--- src/rtl/fastlock_pkg.sv ---
package fastlock_pkg;
  localparam int unsigned LVL_W_DEF = 5;
  localparam int unsigned WIN_DEF   = 2;

  typedef enum logic [1:0] {
    SRC_NONE = 2'b00,
    SRC_OPR  = 2'b01,
    SRC_LE   = 2'b10,
    SRC_BOTH = 2'b11
  } trig_src_e;
endpackage

--- src/rtl/fl_rst_sync.sv ---
module fl_rst_sync (
  input  logic clk,
  input  logic arst_n,
  output logic rst_n_o
);
  logic [1:0] sync_q;

  always_ff @(posedge clk or negedge arst_n) begin
    if (!arst_n) sync_q <= 2'b00;
    else         sync_q <= {sync_q[0], 1'b1};
  end

  assign rst_n_o = sync_q[1];
endmodule

--- src/rtl/fl_trig_detect.sv ---
module fl_trig_detect
  import fastlock_pkg::*;
(
  input  logic      clk,
  input  logic      rst_n,
  input  logic      opr_i,
  input  logic      le_i,
  output logic      trig_o,
  output trig_src_e src_o
);
  logic opr_q, le_q;
  logic opr_d, le_d;

  // Reset values are chosen so that a static input level never looks like an edge.
  always_comb begin
    opr_d = opr_i;
    le_d  = le_i;
  end

  always_ff @(posedge clk or negedge rst_n) begin
    if (!rst_n) begin
      opr_q <= 1'b1;
      le_q  <= 1'b0;
    end else begin
      opr_q <= opr_d;
      le_q  <= le_d;
    end
  end

  always_comb begin
    src_o  = trig_src_e'({le_q & ~le_i, opr_i & ~opr_q});
    trig_o = (src_o != SRC_NONE);
  end
endmodule

--- src/rtl/fl_window_ctr.sv ---
module fl_window_ctr #(
  parameter int unsigned LVL_W = 5,
  parameter int unsigned WIN   = 2
) (
  input  logic             clk,
  input  logic             rst_n,
  input  logic             trig_i,
  input  logic             fr_i,
  input  logic [LVL_W-1:0] code_i,
  output logic             active_o,
  output logic [LVL_W-1:0] lvl_o
);
  localparam int unsigned CNT_W = $clog2(WIN + 1);
  localparam logic [CNT_W-1:0] CNT_LOAD = CNT_W'(WIN);
  localparam logic [CNT_W-1:0] CNT_LAST = CNT_W'(1);

  logic             act_q, act_d;
  logic [CNT_W-1:0] cnt_q, cnt_d;
  logic [LVL_W-1:0] lvl_q, lvl_d;
  logic             lvl_en;

  always_comb begin
    act_d  = act_q;
    cnt_d  = cnt_q;
    lvl_d  = lvl_q;
    lvl_en = 1'b0;
    if (trig_i) begin
      // trigger wins over a coincident strobe, which is not counted
      lvl_en = 1'b1;
      lvl_d  = code_i;
      cnt_d  = CNT_LOAD;
      act_d  = |code_i;
    end else if (act_q && fr_i) begin
      cnt_d = cnt_q - CNT_LAST;
      if (cnt_q == CNT_LAST) act_d = 1'b0;
    end
  end

  always_ff @(posedge clk or negedge rst_n) begin
    if (!rst_n) begin
      act_q <= 1'b0;
      cnt_q <= '0;
    end else begin
      act_q <= act_d;
      cnt_q <= cnt_d;
    end
  end

  always_ff @(posedge clk or negedge rst_n) begin
    if (!rst_n)      lvl_q <= '0;
    else if (lvl_en) lvl_q <= lvl_d;
  end

  assign active_o = act_q;
  assign lvl_o    = lvl_q;
endmodule

--- src/rtl/fl_drive_stage.sv ---
module fl_drive_stage #(
  parameter int unsigned LVL_W = 5
) (
  input  logic             active_i,
  input  logic [LVL_W-1:0] lvl_i,
  output logic [LVL_W-1:0] level_o,
  output logic             en_o
);
  always_comb begin
    en_o    = active_i;
    level_o = active_i ? lvl_i : '0;
  end
endmodule

--- src/rtl/fastlock_boost_ctrl.sv ---
module fastlock_boost_ctrl
  import fastlock_pkg::*;
#(
  parameter int unsigned LVL_W = LVL_W_DEF,
  parameter int unsigned WIN   = WIN_DEF
) (
  input  logic             clk,
  input  logic             rst_n,
  input  logic [LVL_W-1:0] code_i,
  input  logic             fr_i,
  input  logic             opr_i,
  input  logic             le_i,
  output logic [LVL_W-1:0] boost_level_o,
  output logic             drive_en_o
);
  logic             rst_core_n;
  logic             trig_w;
  trig_src_e        src_w;
  logic             active_w;
  logic [LVL_W-1:0] lvl_w;

  fl_rst_sync u_rst (
    .clk     (clk),
    .arst_n  (rst_n),
    .rst_n_o (rst_core_n)
  );

  fl_trig_detect u_trig (
    .clk    (clk),
    .rst_n  (rst_core_n),
    .opr_i  (opr_i),
    .le_i   (le_i),
    .trig_o (trig_w),
    .src_o  (src_w)
  );

  fl_window_ctr #(.LVL_W(LVL_W), .WIN(WIN)) u_win (
    .clk      (clk),
    .rst_n    (rst_core_n),
    .trig_i   (trig_w),
    .fr_i     (fr_i),
    .code_i   (code_i),
    .active_o (active_w),
    .lvl_o    (lvl_w)
  );

  fl_drive_stage #(.LVL_W(LVL_W)) u_drv (
    .active_i (active_w),
    .lvl_i    (lvl_w),
    .level_o  (boost_level_o),
    .en_o     (drive_en_o)
  );

  logic unused_src;
  assign unused_src = ^src_w;
endmodule

--- config.mk ---
export PLATFORM = sky130hd
export DESIGN_NAME = fastlock_boost_ctrl
export DESIGN_NICKNAME = d
export VERILOG_FILES = /design/src/rtl/fastlock_pkg.sv /design/src/rtl/fl_rst_sync.sv /design/src/rtl/fl_trig_detect.sv /design/src/rtl/fl_window_ctr.sv /design/src/rtl/fl_drive_stage.sv /design/src/rtl/fastlock_boost_ctrl.sv
export SDC_FILE = /design/constraint.sdc
export NUM_CORES = 1
export LEC_CHECK = 0
export BUFFER_PORTS_ARGS = -buffer_cell sky130_fd_sc_hd__buf_2
export CAP_MARGIN = 20
export CORE_AREA = 2 2 39 41
export CTS_CLUSTER_DIAMETER = 150
export DETAILED_ROUTE_END_ITERATION = 10
export DIE_AREA = 0 0 41 43
export PLACE_DENSITY = 0.66
export RECOVER_POWER = 100
export SETUP_SLACK_MARGIN = 0.05
export SLEW_MARGIN = 20
export SYNTH_ARGS = -nofsm -noshare
export SYNTH_HDL_FRONTEND = slang
export SYNTH_HIERARCHICAL = 1
export SYNTH_SLANG_ARGS = --single-unit
--- constraint.sdc ---
create_clock -name clk -period 0.8 [get_ports clk]
set_input_delay 0.2 -clock clk [delete_from_list [all_inputs] [get_ports clk]]
set_output_delay 0.2 -clock clk [all_outputs]
set_load 0.1 [all_outputs]
Word-level counts from Yosys, hierarchy flattened
Index checks and enable logic that the tools add are counted.
- bits of input ports: 10
- bits in registers: 12
- word-level logic and storage cells: 26
- output and inout port bits: 6
- muxes and demuxes: 7
- eq/ne operators: 1
- reductions and logical operators: 7
- $add $sub $neg: 1
- bitwise operators: 4
- operators with widths (kind ; count):
    nonzero test 2 bit ; 3
    2-to-1 mux 5 bit ; 1
    OR reduction 5 bit ; 1
    2-to-1 mux 1 bit ; 4
    2-to-1 mux 2 bit ; 2
    AND reduction 2 bit ; 2
    bitwise AND 1 bit ; 2
    equality test 2 x 1 -> 1 bit (second input constant) ; 1
    NOT 1 bit ; 2
    subtractor 2 x 1 -> 2 bit (second input constant) ; 1
    logical AND 1 bit ; 1

Depth between registers and ports, before layout
Gate-level depths: netlist of the first run.
- word-level depth: 5
- depth in mapped cells: 5
- depth with buffers taken out: 4

Cells and area by module
Netlist of the first run, hierarchy kept.
- modules (own cells, without submodules) (module ; area each (µm²) ; times used ; sequential area each (µm²) ; cells each):
    fl_window_ctr ; 355.3 ; 1 ; 200.2 ; 25
    fl_trig_detect ; 70.1 ; 1 ; 51.3 ; 5
    fl_rst_sync ; 53.8 ; 1 ; 50.0 ; 3
    fl_drive_stage ; 38.8 ; 1 ; 0.0 ; 6

Worst setup path after synthesis of the first run
OpenSTA, ideal clock, no wires.
- path type: register to output
- start: register u_win.act_q (netlist: u_win/active_o)
- end: output boost_level_o[0]
- data required time: 0.600 ns
- buffers on the path: 0
- setup slack: -0.611 ns
- stages on the path, launching flop included: 2
- arrival: 1.211 ns
- cell sequence: dfrtp_1 > and2_1
- word-level cells in the longest chain between the ends: 1
- RTL lines (element ; RTL line ; source):
    start, declared ; fl_window_ctr.sv:17 ; logic act_q, act_d;
    start signal, assigned ; fl_window_ctr.sv:44 ; act_q <= act_d;
    2-to-1 mux 5 bit ; fl_drive_stage.sv:11 ; level_o = active_i ? lvl_i : '0;
    end, declared ; fastlock_boost_ctrl.sv:13 ; output logic [LVL_W-1:0] boost_level_o,
Every way passes these cells.

Worst setup path in the final report of the first run
- start: register u_win.act_q (netlist: u_win/active_o)
- end: output drive_en_o
- RTL lines (element ; RTL line ; source):
    end, declared ; fastlock_boost_ctrl.sv:14 ; output logic drive_en_o
No word-level cell between the ends.

==> flow_summary.json, run 1 <==
{
  "status": "finished with violations",
  "violations": "negative setup slack",
  "drc": 0,
  "synth_nets": 50,
  "min_period_ns": 1.237,
  "cts_tree": "built",
  "cts_buffers": 3,
  "routed_via_density": 4.610,
  "multi_input_area_sq_um": 239.0,
  "first_pass_iters": 4,
  "final-seq-area_sq_um": 302.8,
  "antennaDiodeCount": 0,
  "reg2reg_depth": 3,
  "r2r-start": "u_trig/opr_q",
  "syn2layout_area_growth_pct": 54.59,
  "cp_num_buf_inv": 2,
  "finalClockSkew_ns": 0.001062,
  "power_density_mw_per_mm2": 2496,
  "worstHoldPathCells": 1,
  "hp-start": "opr_i",
  "grt_setup_unrepaired": "true",
  "min_path_type": "input pin to register",
  "nFillCells": 116,
  "critPathLaunchType": "register",
  "met1Wirelength_um": 392,
  "grt_start_max_net_pins": 11,
  "cts_max_level": 1,
  "grt_first_pass_wirelength_mm": 1.545,
  "holdPathEnd": "u_trig/opr_q",
  "drv_slew": 0,
  "setup_viol": 14,
  "core_area_sq_mm": 0.001384,
  "setup_slack_ns": -0.4375,
  "cts.sinks": 12,
  "post_drt_wl_per_cell_um": 12.35,
  "vdd_ir_drop_max_uv": 1268,
  "clock_latency_ns": 0.26,
  "clk_pin_slew_ns": 0.07,
  "grt_pass1_vias": 383,
  "synth-async-reset-ratio_pct": 100.0,
  "slowest_stage": "dfrtp_2",
  "cts.path.max_buffers": 2,
  "wl_met3_um": 35,
  "final_common_cell": "dfrtp_1",
  "first_iter_violations": 6,
  "syn_area_sq_um": 518.0,
  "endpoint_kind": "output pin",
  "total_leakage_power_uw": 0.0003686,
  "yosysWarnings": 6,
  "via_count": 355,
  "ios": 16,
  "antenna_found_initial": 0,
  "synthFlopType": "dfrtp_1",
  "dp.cells": 69,
  "dieArea_sq_mm": 0.001763,
  "synth_edf_count": 0,
  "fin_util_pct": 57.87,
  "fp-row-count": 14,
  "fin_nets": 73,
  "die_x_um": 41,
  "wl_um": 951,
  "ys_seq_area_share_pct": 58.21,
  "cp_top_family": "flip-flops",
  "ctsRootBufferMaster": "clkbuf_4",
  "fin_crit_sh_pct": 154.7,
  "place.detailed.hpwl_um": 643.7,
  "die-height_um": 43,
  "antenna_left": 0,
  "r2r_setup_slack_ns": -0.42,
  "post_synth.cell_area_avg_sq_um": 13.28,
  "max_freq_mhz": 808.1,
  "gp_congestion": 0.6924,
  "final_area_sq_um": 800.8,
  "cp_max_fo": 7,
  "synth_cell_types": 19,
  "ys_ff_latch": 12,
  "grt_usage_pct": 13.22,
  "start_util_pct": 37.43,
  "critPathRequiredTime_ns": 0.60,
  "cap_violations": 0,
  "crit_chain": "buf_4 -> buf_12",
  "layout.cells.non_filler": 77,
  "grt_overflow_total": 0,
  "dpl-instance-area_sq_um": 708.2,
  "path_class": "register to output pin",
  "mostFrequentLayoutCells": "dfrtp_1 (10), buf_2 (7), buf_12 (6), and2_4 (5), mux2_2 (5)",
  "critical_path_arrival_ns": 1.04,
  "dr.max_layer_used": "met4",
  "drive_above_1_share_pct": 63.93,
  "numPortBuffers": 15,
  "worstReg2RegEnd": "u_win/lvl_o[4]",
  "cp_slowest_stage_delay_ns": 0.45,
  "finalHoldViolCount": 0,
  "dr_wl_met2_um": 514,
  "synth_cells": 39
}
logic make-up after synthesis:
family	share of synthesized area, %
compound gates	9.421
buf+inv	3.622
mux	10.87
other cells	0.7239
simple gates	14.73
fa+ha+maj	2.415
flops	58.21
metrics by stage:
step / TNS [ns] / setup WS (ns) / power [uW] / hold slack [ns]
6_report: -5.752 / -0.4375 / 1999 / 0.04085
5_1_grt: -6.191 / -0.4906 / 2088 / 0.01902
4_1_cts: -5.752 / -0.4612 / 2019 / 0.02595
3_5_place_dp: -4.783 / -0.4934 / 1506 / -0.01264
3_3_place_gp: -4.758 / -0.4830 / 1500 / -0.01489
2_1_floorplan: -4.376 / -0.4400 / 1255 / -0.09559
how the worst max path moves through the flow:
stage               cells after the start            from  slack (ns)                to
floorplan                               4    u_trig/opr_q       -0.44    u_win/cnt_q[1]
global placement                        3    u_trig/opr_q       -0.48    u_win/lvl_o[4]
detailed placement                      3    u_trig/opr_q       -0.49    u_win/lvl_o[4]
CTS                                     2  u_win/active_o       -0.46        drive_en_o
global route                            2  u_win/active_o       -0.49  boost_level_o[4]
finish                                  2  u_win/active_o       -0.44        drive_en_o
registers in the layout (all words and copies together) (netlist names):
signal / count
u_rst/sync_q: 2
u_trig/le_q: 1
u_trig/opr_q: 1
u_win/active_o: 1
u_win/cnt_q: 2
u_win/lvl_o: 5
worst reg2reg max path, delay by kind of cell (launching register included):
kind,cells,cell delay (ns)
AND/OR/NAND/NOR,2,0.31
flip-flops,1,0.53
multiplexers,1,0.28
power breakdown:
part,switching [uW],internal (uW)
combinational,470,352
clock,183,276
sequential,45.6,672
total,698,1300
per-layer routing:
layer,vias to the layer above,GRT usage (%)
met2,8,20.94
met4,0,8.000
li1,176,-
met1,169,15.12
met5,-,0
met3,2,3.141
what timing repair did:
item / 4_1_cts / 5_1_grt
gates resized for setup: 6 / 2
endpoints found under the hold margin: 2 / 0
cloned: 1 / 0
setup buffers: 1 / 1
setup endpoints to repair: 14 / 14
hold buffers: 1 / 0
pin swaps: 4 / 1
synth_stat cells (all sizes together) (2+ instances only):
master  instances  area, sq um
and2            5        31.28
mux2            5        56.30
nor2b           2        12.51
buf             2        15.01
dfrtp          11        275.3
a21boi          2        15.02
final cells by class:
class,instances,area share [%]
timing repair buffer,19,24.84
sequential,12,37.81
multi-input combinational,25,29.84
clock buffer,4,4.531
inverter,1,0.4688
tap,16,2.500
Note: power is estimated with default switching activity, not from simulation.
==> inputs of run 2 (changes only) <==
--- a/config.mk
+++ b/config.mk
@@ -13,7 +13,7 @@
 export DIE_AREA = 0 0 41 43
 export PLACE_DENSITY = 0.66
 export RECOVER_POWER = 100
-export SETUP_SLACK_MARGIN = 0.05
+export SETUP_SLACK_MARGIN = 0.3
 export SLEW_MARGIN = 20
 export SYNTH_ARGS = -nofsm -noshare
 export SYNTH_HDL_FRONTEND = slang
==> flow_summary.json, run 2 (same netlist as run 1, synthesis figures left out) <==
{
  "critPathLaunchType": "register",
  "clock_latency_ns": 0.26,
  "ios": 16,
  "fin_crit_sh_pct": 154.7,
  "min_period_ns": 1.237,
  "syn2layout_area_growth_pct": 54.59,
  "core_area_sq_mm": 0.001384,
  "largest_reg_flops": 5,
  "cts_max_level": 1,
  "whs_ns": 0.04085,
  "antennaDiodeCount": 0,
  "grt_pass1_vias": 383,
  "fp-row-count": 14,
  "mostFrequentLayoutCells": "dfrtp_1 (10), buf_2 (7), buf_12 (6), and2_4 (5), mux2_2 (5)",
  "met1Wirelength_um": 392,
  "finalHoldViolCount": 0,
  "post_drt_wl_per_cell_um": 12.36,
  "max_freq_mhz": 808.1,
  "cp_max_fo": 7,
  "die_x_um": 41,
  "place.detailed.hpwl_um": 643.7,
  "cap_violations": 0,
  "critical_path.startpoint": "u_win/active_o",
  "grt_overflow_total": 0,
  "grt_usage_pct": 13.22,
  "setup_viol": 14,
  "wl_met3_um": 35,
  "numPortBuffers": 15,
  "min_path_type": "input pin to register",
  "nFillCells": 116,
  "total_leakage_power_uw": 0.0003686,
  "fin_nets": 73,
  "dr.max_layer_used": "met4",
  "setup_slack_ns": -0.4375,
  "dieArea_sq_mm": 0.001763,
  "clk_pin_slew_ns": 0.07,
  "antenna_found_initial": 0,
  "grt_start_max_net_pins": 11,
  "violations": "negative setup slack",
  "finalClockSkew_ns": 0.001009,
  "routed_via_density": 4.597,
  "cts.path.max_buffers": 2,
  "start_util_pct": 37.43,
  "drive_above_1_share_pct": 63.93,
  "grt_first_pass_wirelength_mm": 1.545,
  "power_density_mw_per_mm2": 2496,
  "grt_setup_unrepaired": "true",
  "place_ws_ns": -0.4934,
  "critPathRequiredTime_ns": 0.60,
  "drv_slew": 0,
  "dr_wl_met2_um": 514,
  "vdd_ir_drop_max_uv": 1268,
  "r2r-start": "u_trig/opr_q",
  "die-height_um": 43,
  "worstReg2RegEnd": "u_win/lvl_o[4]",
  "antenna_left": 0,
  "cts.sinks": 12,
  "final_area_sq_um": 800.8,
  "cts_tree": "built",
  "endpoint_kind": "output pin",
  "first_iter_violations": 6,
  "wl_um": 952,
  "r2r_setup_slack_ns": -0.42,
  "status": "finished with violations",
  "first_pass_iters": 4,
  "reg2reg_depth": 3,
  "critical_path_arrival_ns": 1.04,
  "path_class": "register to output pin",
  "ctsRootBufferMaster": "clkbuf_4",
  "final_common_cell": "dfrtp_1",
  "gp_congestion": 0.6924,
  "via_count": 354,
  "endpoint": "drive_en_o",
  "power.total_uw": 1999,
  "drc": 0,
  "cts_buffers": 3,
  "dpl-instance-area_sq_um": 708.2
}
## run 2: cell counts in the layout (fill, tap and decap cells not counted)
Identical to the previous run, type by type.
## run 2: cell type report
type | instances | area (sq um) | share of cell area [%]
clock buffer | 4 | 36.28 | 4.531
sequential | 12 | 302.8 | 37.81
tap | 16 | 20.02 | 2.500
inverter | 1 | 3.754 | 0.4688
timing repair buffer | 19 | 198.9 | 24.84
multi-input combinational | 25 | 239.0 | 29.84
## run 2: per-layer routing
metal	track usage, %	up-vias
met2	20.94	8
met3	3.141	2
met4	8.000	0
met1	15.12	168
li1	-	176
met5	0	-
## run 2: power breakdown
group | total, uW | switching (uW) | internal (uW)
clock network | 459 | 183 | 276
registers | 718 | 45.6 | 672
logic | 822 | 470 | 352
total | 2000 | 698 | 1300
## run 2: critical path: stages (launching register included)
cell and delay (ns):
dfrtp_2 0.45, buf_4 0.16, buf_12 0.16
## run 2: worst min-delay path by stage
stage,startpoint,to,slack (ns),depth (start not counted)
final,opr_i,u_trig/opr_q,0.04,1
after floorplan,rst_n,u_rst/sync_q[0],-0.1,0
after detailed placement,rst_n,u_rst/sync_q[1],-0.01,1
after global placement,rst_n,u_rst/sync_q[1],-0.01,1
after CTS,opr_i,u_trig/opr_q,0.03,1
after global routing,opr_i,u_trig/opr_q,0.02,1
## run 2: stage by stage
step / util, % / std cells / TNS [ns]
2_1_floorplan: - / 39 / -4.376
3_3_place_gp: 51.18 / 69 / -4.758
3_5_place_dp: 51.18 / 69 / -4.783
4_1_cts: 57.14 / 76 / -5.752
5_1_grt: 57.87 / 77 / -6.190
6_report: 57.87 / 77 / -5.752
## run 2: what timing repair did
action	4_1_cts	5_1_grt
gates resized for setup	7	2
cloned	1	0
pin swaps	4	1
buffers inserted	1	1
endpoints found under the hold margin	2	0
hold buffers	1	0
setup endpoints to repair	16	14
